$ cat config.mk
export PLATFORM = sky130hd
export DESIGN_NAME = pll_prog_interlock
export DESIGN_NICKNAME = d
export VERILOG_FILES = /design/src/rtl/pll_prog_pkg.sv /design/src/rtl/pll_prog_reg.sv /design/src/rtl/pll_ctrl_reg.sv /design/src/rtl/pll_rd_mux.sv /design/src/rtl/pll_prog_interlock.sv
export SDC_FILE = /design/constraint.sdc
export NUM_CORES = 1
export LEC_CHECK = 0
export ABC_CLOCK_PERIOD_IN_PS = 1800
export BUFFER_PORTS_ARGS = -buffer_cell sky130_fd_sc_hd__clkbuf_2
export CAP_MARGIN = 10
export CORE_MARGIN = 1
export CORE_UTILIZATION = 44
export CTS_BUF_LIST = sky130_fd_sc_hd__clkbuf_4 sky130_fd_sc_hd__clkbuf_8 sky130_fd_sc_hd__clkbuf_16
export DETAILED_ROUTE_END_ITERATION = 12
export GPL_ROUTABILITY_DRIVEN = 0
export GPL_TIMING_DRIVEN = 0
export PLACE_DENSITY = 0.8
export SLEW_MARGIN = 20
export SYNTH_ARGS = -nofsm -noshare
export SYNTH_HDL_FRONTEND = slang
export SYNTH_SLANG_ARGS = --single-unit
$ cat constraint.sdc
create_clock -name clk -period 1.8 [get_ports clk]
set_clock_uncertainty 0.2 [all_clocks]
set_input_delay 0 -clock clk [delete_from_list [all_inputs] [get_ports clk]]
set_output_delay 0 -clock clk [all_outputs]
set_load 0.01 [all_outputs]
$ cat src/rtl/pll_prog_pkg.sv
package pll_prog_pkg;
  localparam int unsigned BUS_W   = 8;
  localparam int unsigned FIELD_W = 4;
  localparam int unsigned ADDR_W  = 2;

  // Address map
  localparam logic [ADDR_W-1:0] ADDR_CTRL = 2'd0;
  localparam logic [ADDR_W-1:0] ADDR_PROG = 2'd1;

  // Control register bit positions
  localparam int unsigned BIT_ON  = 5;
  localparam int unsigned BIT_SEL = 4;

  // Multiplier code to effective N: zero is promoted to one
  function automatic logic [FIELD_W-1:0] eff_mult(input logic [FIELD_W-1:0] code);
    return (code == '0) ? FIELD_W'(1) : code;
  endfunction

  function automatic logic range_live(input logic [FIELD_W-1:0] code);
    return |code;
  endfunction
endpackage

$ cat src/rtl/pll_prog_reg.sv
module pll_prog_reg
  import pll_prog_pkg::*;
#(
  parameter int unsigned FW        = FIELD_W,
  parameter logic [FW-1:0] MULT_RST  = 4'd1,
  parameter logic [FW-1:0] RANGE_RST = 4'd6
) (
  input  logic          clk,
  input  logic          rst_n,
  input  logic          wr_req,
  input  logic          pll_on_q,
  input  logic [FW-1:0] wd_mult,
  input  logic [FW-1:0] wd_range,
  output logic [FW-1:0] mult_q,
  output logic [FW-1:0] range_q,
  output logic [FW-1:0] range_next,
  output logic          wr_ok
);
  // Protection looks at the stored PLL-on bit, i.e. the value before this edge
  assign wr_ok      = wr_req && !pll_on_q;
  assign range_next = wr_ok ? wd_range : range_q;

  always_ff @(posedge clk) begin
    if (!rst_n) begin
      mult_q  <= MULT_RST;
      range_q <= RANGE_RST;
    end else if (wr_ok) begin
      mult_q  <= wd_mult;
      range_q <= wd_range;
    end
  end

  a_r2_mult_frozen: assert property (@(posedge clk) disable iff (!rst_n)
    (wr_req && pll_on_q) |=> $stable(mult_q));
  a_r3_range_frozen: assert property (@(posedge clk) disable iff (!rst_n)
    (wr_req && pll_on_q) |=> $stable(range_q));
endmodule

$ cat src/rtl/pll_ctrl_reg.sv
module pll_ctrl_reg
  import pll_prog_pkg::*;
#(
  parameter int unsigned FW = FIELD_W
) (
  input  logic          clk,
  input  logic          rst_n,
  input  logic          wr_req,
  input  logic          wd_on,
  input  logic          wd_sel,
  input  logic [FW-1:0] range_next,
  output logic          pll_on_q,
  output logic          clk_sel_q,
  output logic          sel_blocked
);
  logic sel_cand;
  logic sel_d;

  assign sel_cand    = wr_req ? wd_sel : clk_sel_q;
  assign sel_blocked = sel_cand && !range_live(range_next);
  assign sel_d       = sel_cand && !sel_blocked;

  always_ff @(posedge clk) begin
    if (!rst_n) begin
      pll_on_q  <= 1'b0;
      clk_sel_q <= 1'b0;
    end else begin
      if (wr_req) pll_on_q <= wd_on;
      clk_sel_q <= sel_d;
    end
  end

  a_r6_sel_refused: assert property (@(posedge clk) disable iff (!rst_n)
    (wr_req && wd_sel && !range_live(range_next)) |=> !clk_sel_q);
endmodule

$ cat src/rtl/pll_rd_mux.sv
module pll_rd_mux
  import pll_prog_pkg::*;
#(
  parameter int unsigned AW = ADDR_W,
  parameter int unsigned DW = BUS_W,
  parameter int unsigned FW = FIELD_W
) (
  input  logic          clk,
  input  logic          rst_n,
  input  logic [AW-1:0] addr,
  input  logic          pll_on_q,
  input  logic          clk_sel_q,
  input  logic [FW-1:0] mult_q,
  input  logic [FW-1:0] range_q,
  output logic [DW-1:0] rdata
);
  logic [DW-1:0] rd_d;

  always_comb begin
    rd_d = '0;
    unique case (addr)
      ADDR_CTRL: begin
        rd_d[BIT_ON]  = pll_on_q;
        rd_d[BIT_SEL] = clk_sel_q;
      end
      ADDR_PROG: rd_d = {mult_q, range_q};
      default:   rd_d = '0;
    endcase
  end

  always_ff @(posedge clk) begin
    if (!rst_n) rdata <= '0;
    else        rdata <= rd_d;
  end
endmodule

$ cat src/rtl/pll_prog_interlock.sv
module pll_prog_interlock
  import pll_prog_pkg::*;
(
  input  logic               clk,
  input  logic               rst_n,
  input  logic [ADDR_W-1:0]  bus_addr,
  input  logic               bus_we,
  input  logic [BUS_W-1:0]   bus_wdata,
  output logic [BUS_W-1:0]   bus_rdata,
  output logic [FIELD_W-1:0] mult_n,
  output logic [FIELD_W-1:0] range_l,
  output logic               pll_enable,
  output logic               clk_sel
);
  localparam int unsigned FW = FIELD_W;

  // Named internal events
  logic          ctrl_wr;
  logic          prog_wr;
  logic          prog_wr_ok;
  logic          sel_blocked;
  logic          pll_on_q;
  logic          clk_sel_q;
  logic [FW-1:0] mult_q;
  logic [FW-1:0] range_q;
  logic [FW-1:0] range_next;

  assign ctrl_wr = bus_we && (bus_addr == ADDR_CTRL);
  assign prog_wr = bus_we && (bus_addr == ADDR_PROG);

  pll_ctrl_reg #(.FW(FW)) ctrl_i (
    .clk        (clk),
    .rst_n      (rst_n),
    .wr_req     (ctrl_wr),
    .wd_on      (bus_wdata[BIT_ON]),
    .wd_sel     (bus_wdata[BIT_SEL]),
    .range_next (range_next),
    .pll_on_q   (pll_on_q),
    .clk_sel_q  (clk_sel_q),
    .sel_blocked(sel_blocked)
  );

  pll_prog_reg #(.FW(FW)) prog_i (
    .clk       (clk),
    .rst_n     (rst_n),
    .wr_req    (prog_wr),
    .pll_on_q  (pll_on_q),
    .wd_mult   (bus_wdata[2*FW-1:FW]),
    .wd_range  (bus_wdata[FW-1:0]),
    .mult_q    (mult_q),
    .range_q   (range_q),
    .range_next(range_next),
    .wr_ok     (prog_wr_ok)
  );

  pll_rd_mux #(.AW(ADDR_W), .DW(BUS_W), .FW(FW)) rd_i (
    .clk      (clk),
    .rst_n    (rst_n),
    .addr     (bus_addr),
    .pll_on_q (pll_on_q),
    .clk_sel_q(clk_sel_q),
    .mult_q   (mult_q),
    .range_q  (range_q),
    .rdata    (bus_rdata)
  );

  assign mult_n     = eff_mult(mult_q);
  assign range_l    = range_q;
  assign pll_enable = pll_on_q && range_live(range_q);
  assign clk_sel    = clk_sel_q;

  a_r1_n_nonzero: assert property (@(posedge clk) disable iff (!rst_n)
    mult_n != '0);
  a_r5_sel_needs_range: assert property (@(posedge clk) disable iff (!rst_n)
    (range_l == '0) |-> !clk_sel);
  a_r7_enable_needs_range: assert property (@(posedge clk) disable iff (!rst_n)
    (range_l == '0) |-> !pll_enable);
  a_r9_on_then_refuse: assert property (@(posedge clk) disable iff (!rst_n)
    (ctrl_wr && bus_wdata[BIT_ON]) |=> (prog_wr -> !prog_wr_ok));
  a_r10_prog_readback: assert property (@(posedge clk) disable iff (!rst_n)
    (bus_addr == ADDR_PROG) |=> (bus_rdata == {$past(mult_q), $past(range_q)}));
  a_r8_bad_addr_zero: assert property (@(posedge clk) disable iff (!rst_n)
    (bus_addr > ADDR_PROG) |=> (bus_rdata == '0));
endmodule

==> metrics.md, run 1 <==
| Metric | Value |
|---|---|
| EDFF count, synth | 0 |
| GRT met3 Usage | 8.26% |
| Leakage power | 0.479 nW |
| Cells after DPL | 109 |
| Final core occ | 75.9% |
| Total global routing overflow | 0 |
| Die Wd | 41.8 um |
| TritonCTS Buffers | 3 |
| Sum of buffers and inverters on the critical path | 3 |
| Final wirelength | 1.63 mm |
| Unrepaired setup endpoints after global routing | false |
| Vias per cell | 4.81 |
| Critical path class | input pin to flop |
| GRT Total Usage | 21.6% |
| DRT Pass-1 Iters | 4 |
| Die Height | 41.8 um |
| Post-synth cell types | 18 |
| CP Data Required Time | 1.80 ns |
| Worst Setup SP | bus_addr[1] |
| Initial Util | 50.3% |
| Number of routed nets with antenna violations | 0 |
| Synth area leader | dfxtp_1 |
| Worst-path clk slew | 0.10 ns |
| Top cell by count, worst path | dlygate4sd3_1 |
| CTS tree | built |
| Worst-path cell chain | dlygate4sd3_1, clkbuf_2, nor3b_4, mux2i_1, dlygate4sd3_1, nor2b_1 |
| Input/output buffers | 30 |
| First-pass GRT wire length | 2.67 mm |
| Share of post-route cells with drive strength above 1 | 35.7% |
| Detailed-route wire length per cell | 12.8 um |
| Post-synthesis sequential area ratio | 51.8% |
| Clock Tree Buf Depth | 2 |
| Syn Area/Cell | 10.9 sq um |
| Final non-filler cell total | 127 |
| DRT iter0 DRCs | 8 |
| Clk_lat worst skew | 0.29 ns |
| Largest net degree at the start of global routing | 11 |
| Top-area cell type share of the netlist area | 51.8% |
| Peak VDD IR | 0.000425 V |
| Nets | 126 |
| Vias in the first global route | 600 |
| Critical Path AT | 1.73 ns |
| CP startpoint kind | input pin |
| Post-synthesis register bit count | 18 |
| Num ports | 31 |
| CP peak stage delay | 0.56 ns |
| Final cycle utilization of the critical path | 96.3% |
| Async set or reset register ratio after synthesis | 0% |
| Slowest CP cell | dlygate4sd3_1 |
| Met2 usage | 34.4% |
| Max-slew headroom | 75.8% |
| Fin crit period | 1.73 ns |
| Placed Area | 865 sq um |
| Hold violation total from the final report | 0 |
| Synth Instances | 64 |
| Setup TNS | 0 ns |
| CP max FO | 3 |
| Ys Warns | 0 |
| DRC viols | 0 |
| Die area | 1740 sq um |
| Hold Startpoint | bus_we |
| Synthesized netlist net count | 77 |
| Crit path max-delay family | buffers and inverters |
| Final instance area | 1050 sq um |
| Fmax | 577 MHz |
| Max Cap Viol | 0 |
| RR Startpoint | ctrl_i.pll_on_q |
| Diodes inserted | 0 |
| Via count | 611 |
| Crit. End Element | flop |
| Worst hold path type | input pin to flop |
| Initial antenna violation count | 0 |
| # setup viols final | 0 |
| CTS root buf | clkbuf_4 |
| Slew @ Worst Pin | 0.359 ns |
| Global Route met1 Usage | 22.9% |
| Power density over the cells | 728 nW/um^2 |
| Synthesized area | 696 sq um |
| Area delta synth->final | 50.9% |
| Status | finished clean |
| Area contributors post-synth | dfxtp_1 (52%), mux2i_1 (17%), nor2b_1 (6.3%) |
| Total chip power | 0.000765 W |
| Core area | 1380 sq um |
| Most used DFF post-synth | dfxtp_1 |
| Max Slew Vio Count | 0 |
| Num rows | 13 |
| Clock sinks | 18 |
| H-tree depth | 1 |
| Grt peak-use layer | met2 |
## logic make-up (layout without fill, tap and decap cells)
| family | after synthesis | in the layout | synth area share (%) |
|---|---|---|---|
| buffers and inverters | 6 | 54 | 5.75 |
| DFF | 18 | 18 | 51.8 |
| muxes | 13 | 13 | 18.9 |
| and+or+nand+nor | 27 | 27 | 23.6 |
## synth_stat cells, types with 2 or more instances
| cell type | number |
|---|---|
| dfxtp_1 | 18 |
| nand2_1 | 3 |
| nor2_1 | 3 |
| nor4_1 | 2 |
| clkbuf_1 | 3 |
| nor2b_1 | 7 |
| and2_1 | 6 |
| mux2i_1 | 12 |
## what timing repair did
action / CTS / global route
endpoints found under the hold margin: 18 / 0
setup endpoints to repair: 0 / 1
hold buffers: 13 / 0
setup buffers: 0 / 1
gates resized for setup: 0 / 2
## final timing paths
| kind | endpoint | cells after the start | slack (ns) |
|---|---|---|---|
| max | ctrl_i.pll_on_q | 6 | 0.07 |
| min | prog_i.mult_q[0] | 5 | 0.15 |
| max reg2reg | prog_i.range_q[2] | 4 | 0.34 |
| min reg2reg | rd_i.rdata[2] | 1 | 0.31 |
## metal layers
metal  wire, um  up-vias
met2        818       29
met4         48        0
li1           -      308
met1        671      270
met5          0        -
met3         87        4
## where the power goes
part / internal [W] / switching [W]
Clock: 0.000123 / 0.000121
Sequential: 0.000410 / 0.00000808
Combinational: 0.0000603 / 0.0000425
## sequential cells by signal, indices dropped and copies added (netlist names)
register          flops
rd_i.rdata            8
prog_i.mult_q         4
ctrl_i.clk_sel_q      1
ctrl_i.pll_on_q       1
prog_i.range_q        4
## area by class of cell
| class | count | area [sq um] |
|---|---|---|
| Fill cell | 102 | 333 |
| Timing Repair Buffer | 44 | 288 |
| Sequential cell | 18 | 360 |
| Buffer | 5 | 36.3 |
| Inverter | 1 | 3.75 |
| Multi-Input combinational cell | 40 | 307 |
| Tap cell | 15 | 18.8 |
| Clock buffer | 4 | 36.3 |
## worst reg2reg max path: stages (launching register included)
cell      delay [ns]
dfxtp_1         0.36
and4bb_4        0.33
buf_12          0.14
mux2i_1         0.23
nand2_1         0.09
## stage by stage
stage | setup slack (ns) | hold slack (ns)
after floorplan | 0.511 | -0.0717
after global placement | 0.441 | 0.0315
after detailed placement | 0.435 | 0.0395
after CTS | 0.0198 | 0.0593
after global routing | 0.0132 | 0.138
final | 0.0666 | 0.154
## placed cells by master (no fill, tap or decap)
cell	Yosys	final
and3_1	1	1
inv_1	1	1
nand2b_1	1	1
nor4_1	2	2
clkbuf_1	3	3
mux2_1	1	1
nand2_1	3	3
clkbuf_4	0	3
nor2_1	3	3
and4bb_4	1	1
and2_1	6	6
nor3b_4	0	1
buf_12	1	1
nor2b_1	7	7
dfxtp_1	18	18
buf_4	0	1
dlygate4sd3_1	0	13
clkbuf_2	1	31
clkbuf_8	0	1
or2_2	1	1
mux2i_1	12	12
nor3_1	1	1
No activity file was read; power rests on OpenSTA's default activity.
==> inputs of run 2 (changes only) <==
--- a/config.mk
+++ b/config.mk
@@ -17,2 +17,3 @@
 export PLACE_DENSITY = 0.8
+export SKIP_CTS_REPAIR_TIMING = 1
 export SLEW_MARGIN = 20
@@ -21 +22,2 @@
 export SYNTH_SLANG_ARGS = --single-unit
+export TNS_END_PERCENT = 5
==> constraint.sdc (replaced) <==
create_clock -name clk -period 1.8 [get_ports clk]
set_clock_uncertainty 0.2 [all_clocks]
set_input_delay 0.36 -clock clk [delete_from_list [all_inputs] [get_ports clk]]
set_output_delay 0.36 -clock clk [all_outputs]
set_load 0.01 [all_outputs]
==> run 2 against run 1 <==
Compared with the run above: final cell count down 10%; sequential power about the same; global-route usage down 4.0 points; first-iteration DRC count down 75%; hold slack worse by 0.060 ns; routed wire length down 21%.
==> metrics.md, run 2 (synthesis results as in run 1) <==
| Metric | Value |
|---|---|
| Status | finished clean |
| CP startpoint kind | flop |
| Max Cap Viol | 0 |
| H-tree depth | 1 |
| Most common cell after layout, fill and taps aside | clkbuf_2 |
| Max FFs per register | 8 |
| Biggest register | rd_i.rdata |
| Largest net degree at the start of global routing | 11 |
| TritonCTS Buffers | 3 |
| Clock Tree Buf Depth | 2 |
| CP max FO | 4 |
| Critical Path AT | 1.15 ns |
| Share of post-route cells with drive strength above 1 | 42.4% |
| Via count | 540 |
| Most frequent cells in the layout | clkbuf_2 (31), dfxtp_1 (16), mux2i_1 (12), nor2b_1 (7), and2_1 (6) |
| Number of routed nets with antenna violations | 0 |
| Vias per cell | 4.74 |
| CTS tree | built |
| Power density over the cells | 794 nW/um^2 |
| Leakage power | 0.421 nW |
| Peak VDD IR | 0.000419 V |
| Unrepaired setup endpoints after global routing | false |
| Grt peak-use layer | met2 |
| Nets | 113 |
| Final cycle utilization of the critical path | 94.9% |
| GRT met3 Usage | 9.13% |
| Die Wd | 41.8 um |
| Worst hold slack | 0.0941 ns |
| Fmax | 585 MHz |
| Die Height | 41.8 um |
| Max-slew headroom | 76.9% |
| Initial antenna violation count | 0 |
| Largest regs | rd_i.rdata (8), prog_i.mult_q (4), prog_i.range_q (4) |
| Worst-path clk slew | 0.09 ns |
| Num ports | 31 |
| Max Slew Vio Count | 0 |
| DRT iter0 DRCs | 2 |
| Diodes inserted | 0 |
| Critical path class | flop to output port |
| Num rows | 13 |
| Slew @ Worst Pin | 0.346 ns |
| Total global routing overflow | 0 |
| Placed Area | 865 sq um |
| Worst hold path type | input pin to flop |
| Crit. End Element | output port |
| Area delta synth->final | 33.1% |
| Fin crit period | 1.71 ns |
| CTS root buf | clkbuf_4 |
| Vias in the first global route | 501 |
| GRT Total Usage | 17.6% |
| Initial Util | 50.3% |
| DRT Pass-1 Iters | 2 |
| CP Data Required Time | 1.24 ns |
| Core area | 1380 sq um |
| Die area | 1740 sq um |
| # setup viols final | 0 |
| Clock sinks | 18 |
| Clk_lat worst skew | 0.29 ns |
| Final core occ | 67.0% |
| Input/output buffers | 30 |
| Final wirelength | 1.29 mm |
| DRC viols | 0 |
| Met2 usage | 26.9% |
| Hold violation total from the final report | 0 |
| Detailed-route wire length per cell | 11.3 um |
| Global Route met1 Usage | 17.7% |
| First-pass GRT wire length | 2.13 mm |
| Final instance area | 926 sq um |
[run 2: layer usage]
layer / vias up / part of all wire (%)
li1: 282 / -
met5: - / 0
met4: 0 / 2.7
met2: 19 / 52
met3: 4 / 5.1
met1: 235 / 40
[run 2: worst max-delay path: stages (launching register included)]
cell and delay [ns]:
dfxtp_2 0.36, nor4_4 0.29, nor2b_1 0.08, clkbuf_2 0.13
[run 2: through the flow]
step	cells	setup TNS [ns]	setup WS, ns	total power (W)
floorplan	64	0	0.343	0.000468
global placement	109	0	0.149	0.000500
detailed placement	109	0	0.125	0.000502
CTS	113	-0.0150	-0.0150	0.000743
global route	114	0	0.0133	0.000778
finish	114	0	0.0914	0.000735
[run 2: where the power goes]
part | total [W] | switching, W | internal, W
sequential | 0.000419 | 0.00000949 | 0.000410
clock | 0.000241 | 0.000117 | 0.000123
combinational | 0.0000755 | 0.0000345 | 0.0000409
total | 0.000735 | 0.000161 | 0.000574
[run 2: path summary, 6_finish.rpt]
kind                           from                to  cells past startpoint  slack [ns]
setup reg to reg    ctrl_i.pll_on_q  ctrl_i.clk_sel_q                      4        0.41
setup / recovery  prog_i.range_q[3]        pll_enable                      3        0.09
hold / removal         bus_wdata[4]  prog_i.mult_q[0]                      3        0.09
hold reg to reg    prog_i.mult_q[0]  prog_i.mult_q[0]                      2        0.30
[run 2: layout make-up]
cell class / count / area, sq um
flip-flops and latches: 18 / 363
fillers: 125 / 457
inverters: 1 / 3.75
well taps: 15 / 18.8
repair buffers: 31 / 158
clock buffers: 4 / 36.3
plain buffers: 5 / 36.3
multi-input cells: 40 / 310
==> inputs of run 3 (changes only) <==
- PLACE_DENSITY: 0.8 -> default
- PLACE_DENSITY_LB_ADDON: default -> 0.05
- SKIP_CTS_REPAIR_TIMING: 1 -> default
==> run 3 against run 2 <==
Compared with the run above: final cell count fell by 0.88%; first-iteration DRC count rose to 3.5 times the previous value; global-route usage is 1.4 points lower; critical path depth stayed put; via count rose by 1.1%; clock power about the same; setup slack improved by 0.0047 ns; cell area is 0.81% lower; hold slack barely moved; non-clock buffer count shrank 1; combinational power fell by 2%; largest cell class unchanged.
==> metrics.md, run 3 (synthesis results as in run 1) <==
| Metric | Value |
|---|---|
| Status | finished clean |
| Vias per cell | 4.83 |
| Die Height | 41.8 um |
| Power density over the cells | 799 nW/um^2 |
| Die Wd | 41.8 um |
| First-pass GRT wire length | 2.10 mm |
| DRT Pass-1 Iters | 4 |
| Post-CTS Setup Inserts | 0 |
| Max Slew Vio Count | 0 |
| Core area | 1380 sq um |
| Final cycle utilization of the critical path | 94.7% |
| Critical Path AT | 1.14 ns |
| Grt peak-use layer | met2 |
| Detailed-route wire length per cell | 11.2 um |
| Initial Util | 50.3% |
| Max FFs per register | 8 |
| Fillers | 114 |
| Leakage power | 0.415 nW |
| Unrepaired setup endpoints after global routing | false |
| Largest regs | rd_i.rdata (8), prog_i.mult_q (4), prog_i.range_q (4) |
| Peak VDD IR | 0.000782 V |
| DRT iter0 DRCs | 7 |
| Clock Tree Buf Depth | 2 |
| Clk_lat worst skew | 0.29 ns |
| Slew @ Worst Pin | 0.387 ns |
| Num ports | 31 |
| Clock sinks | 18 |
| # setup viols final | 0 |
| Multi-input gate area | 310 sq um |
| Crit. End Element | output port |
| Share of post-route cells with drive strength above 1 | 41.8% |
| CP startpoint kind | flop |
| Number of routed nets with antenna violations | 0 |
| Critical path class | flop to output port |
| Final core occ | 66.4% |
| WHS Path Cells | 3 |
| Total chip power | 0.000734 W |
| GRT met3 Usage | 6.52% |
| Nets | 112 |
| Most frequent cells in the layout | clkbuf_2 (31), dfxtp_1 (16), mux2i_1 (12), nor2b_1 (7), and2_1 (6) |
| Most common cell after layout, fill and taps aside | clkbuf_2 |
| Max Cap Viol | 0 |
| Post-CTS Hold Buffers | 0 |
| CP max FO | 4 |
| CTS tree | built |
| Num rows | 13 |
| Met2 usage | 25.9% |
| R2R cell count | 4 |
| Max-slew headroom | 74.1% |
| CTS root buf | clkbuf_4 |
| Final instance area | 918 sq um |
| Placed Area | 865 sq um |
| Fmax | 587 MHz |
| TritonCTS Buffers | 3 |
| Reg area | 363 sq um |
| Area delta synth->final | 32.0% |
| Vias in the first global route | 498 |
| Fin crit period | 1.70 ns |
| Largest net degree at the start of global routing | 11 |
| Biggest register | rd_i.rdata |
| Hold violation total from the final report | 0 |
| CP Data Required Time | 1.24 ns |
| Global Route met1 Usage | 18.5% |
| DRC viols | 0 |
| Die area | 1740 sq um |
| Input/output buffers | 30 |
| Worst hold slack | 0.0940 ns |
| Initial antenna violation count | 0 |
| Total global routing overflow | 0 |
| Final wirelength | 1.27 mm |
| GRT Total Usage | 16.2% |
| H-tree depth | 1 |
| Worst-path clk slew | 0.09 ns |
| Worst hold path type | input pin to flop |
| Via count | 546 |
| Setup TNS | 0 ns |
| Diodes inserted | 0 |
run 3: where the power goes:
group	internal [W]	leakage, nW	switching [W]	total (W)
Sequential	0.000410	0.147	0.0000100	0.000420
Combinational	0.0000408	0.247	0.0000334	0.0000742
Clock	0.000123	0.0210	0.000116	0.000240
run 3: worst max-delay path, stage by stage, from the launching register on:
cell and delay [ns]:
dfxtp_1 0.39, nor3_1 0.07, or2_2 0.27, clkbuf_2 0.13
run 3: final cells by class:
cell class	instances	share of cell area (%)
Buffer	5	3.95
Clock buffer	4	3.95
Inverter	1	0.409
Multi-Input combinational cell	40	33.8
Sequential cell	18	39.5
Tap cell	15	2.04
Timing Repair Buffer	30	16.3
run 3: final timing paths:
| kind | from | to | slack (ns) |
|---|---|---|---|
| max | prog_i.mult_q[2] | mult_n[0] | 0.1 |
| min | bus_wdata[4] | prog_i.mult_q[0] | 0.09 |
| max reg2reg | ctrl_i.pll_on_q | ctrl_i.clk_sel_q | 0.40 |
| min reg2reg | prog_i.mult_q[0] | prog_i.mult_q[0] | 0.31 |
run 3: timing repair:
| action | CTS | global route |
|---|---|---|
| setup endpoints to repair | 1 | 2 |
| endpoints found under the hold margin | 0 | 0 |
| gates resized for setup | 1 | 3 |
| pin swaps | 0 | 1 |
run 3: metrics by stage:
| stage | std cells | setup WS [ns] |
|---|---|---|
| after CTS | 113 | 0.0456 |
| after floorplan | 64 | 0.343 |
| after global placement | 109 | 0.132 |
| final | 113 | 0.0961 |
| after detailed placement | 109 | 0.126 |
| after global routing | 113 | 0.0221 |
run 3: layer usage:
| layer | share of wire (%) | wire length, um | up-vias |
|---|---|---|---|
| li1 | - | - | 280 |
| met1 | 43 | 550 | 244 |
| met2 | 50 | 627 | 20 |
| met3 | 5.7 | 72 | 2 |
| met4 | 1.2 | 15 | 0 |
| met5 | 0 | 0 | - |
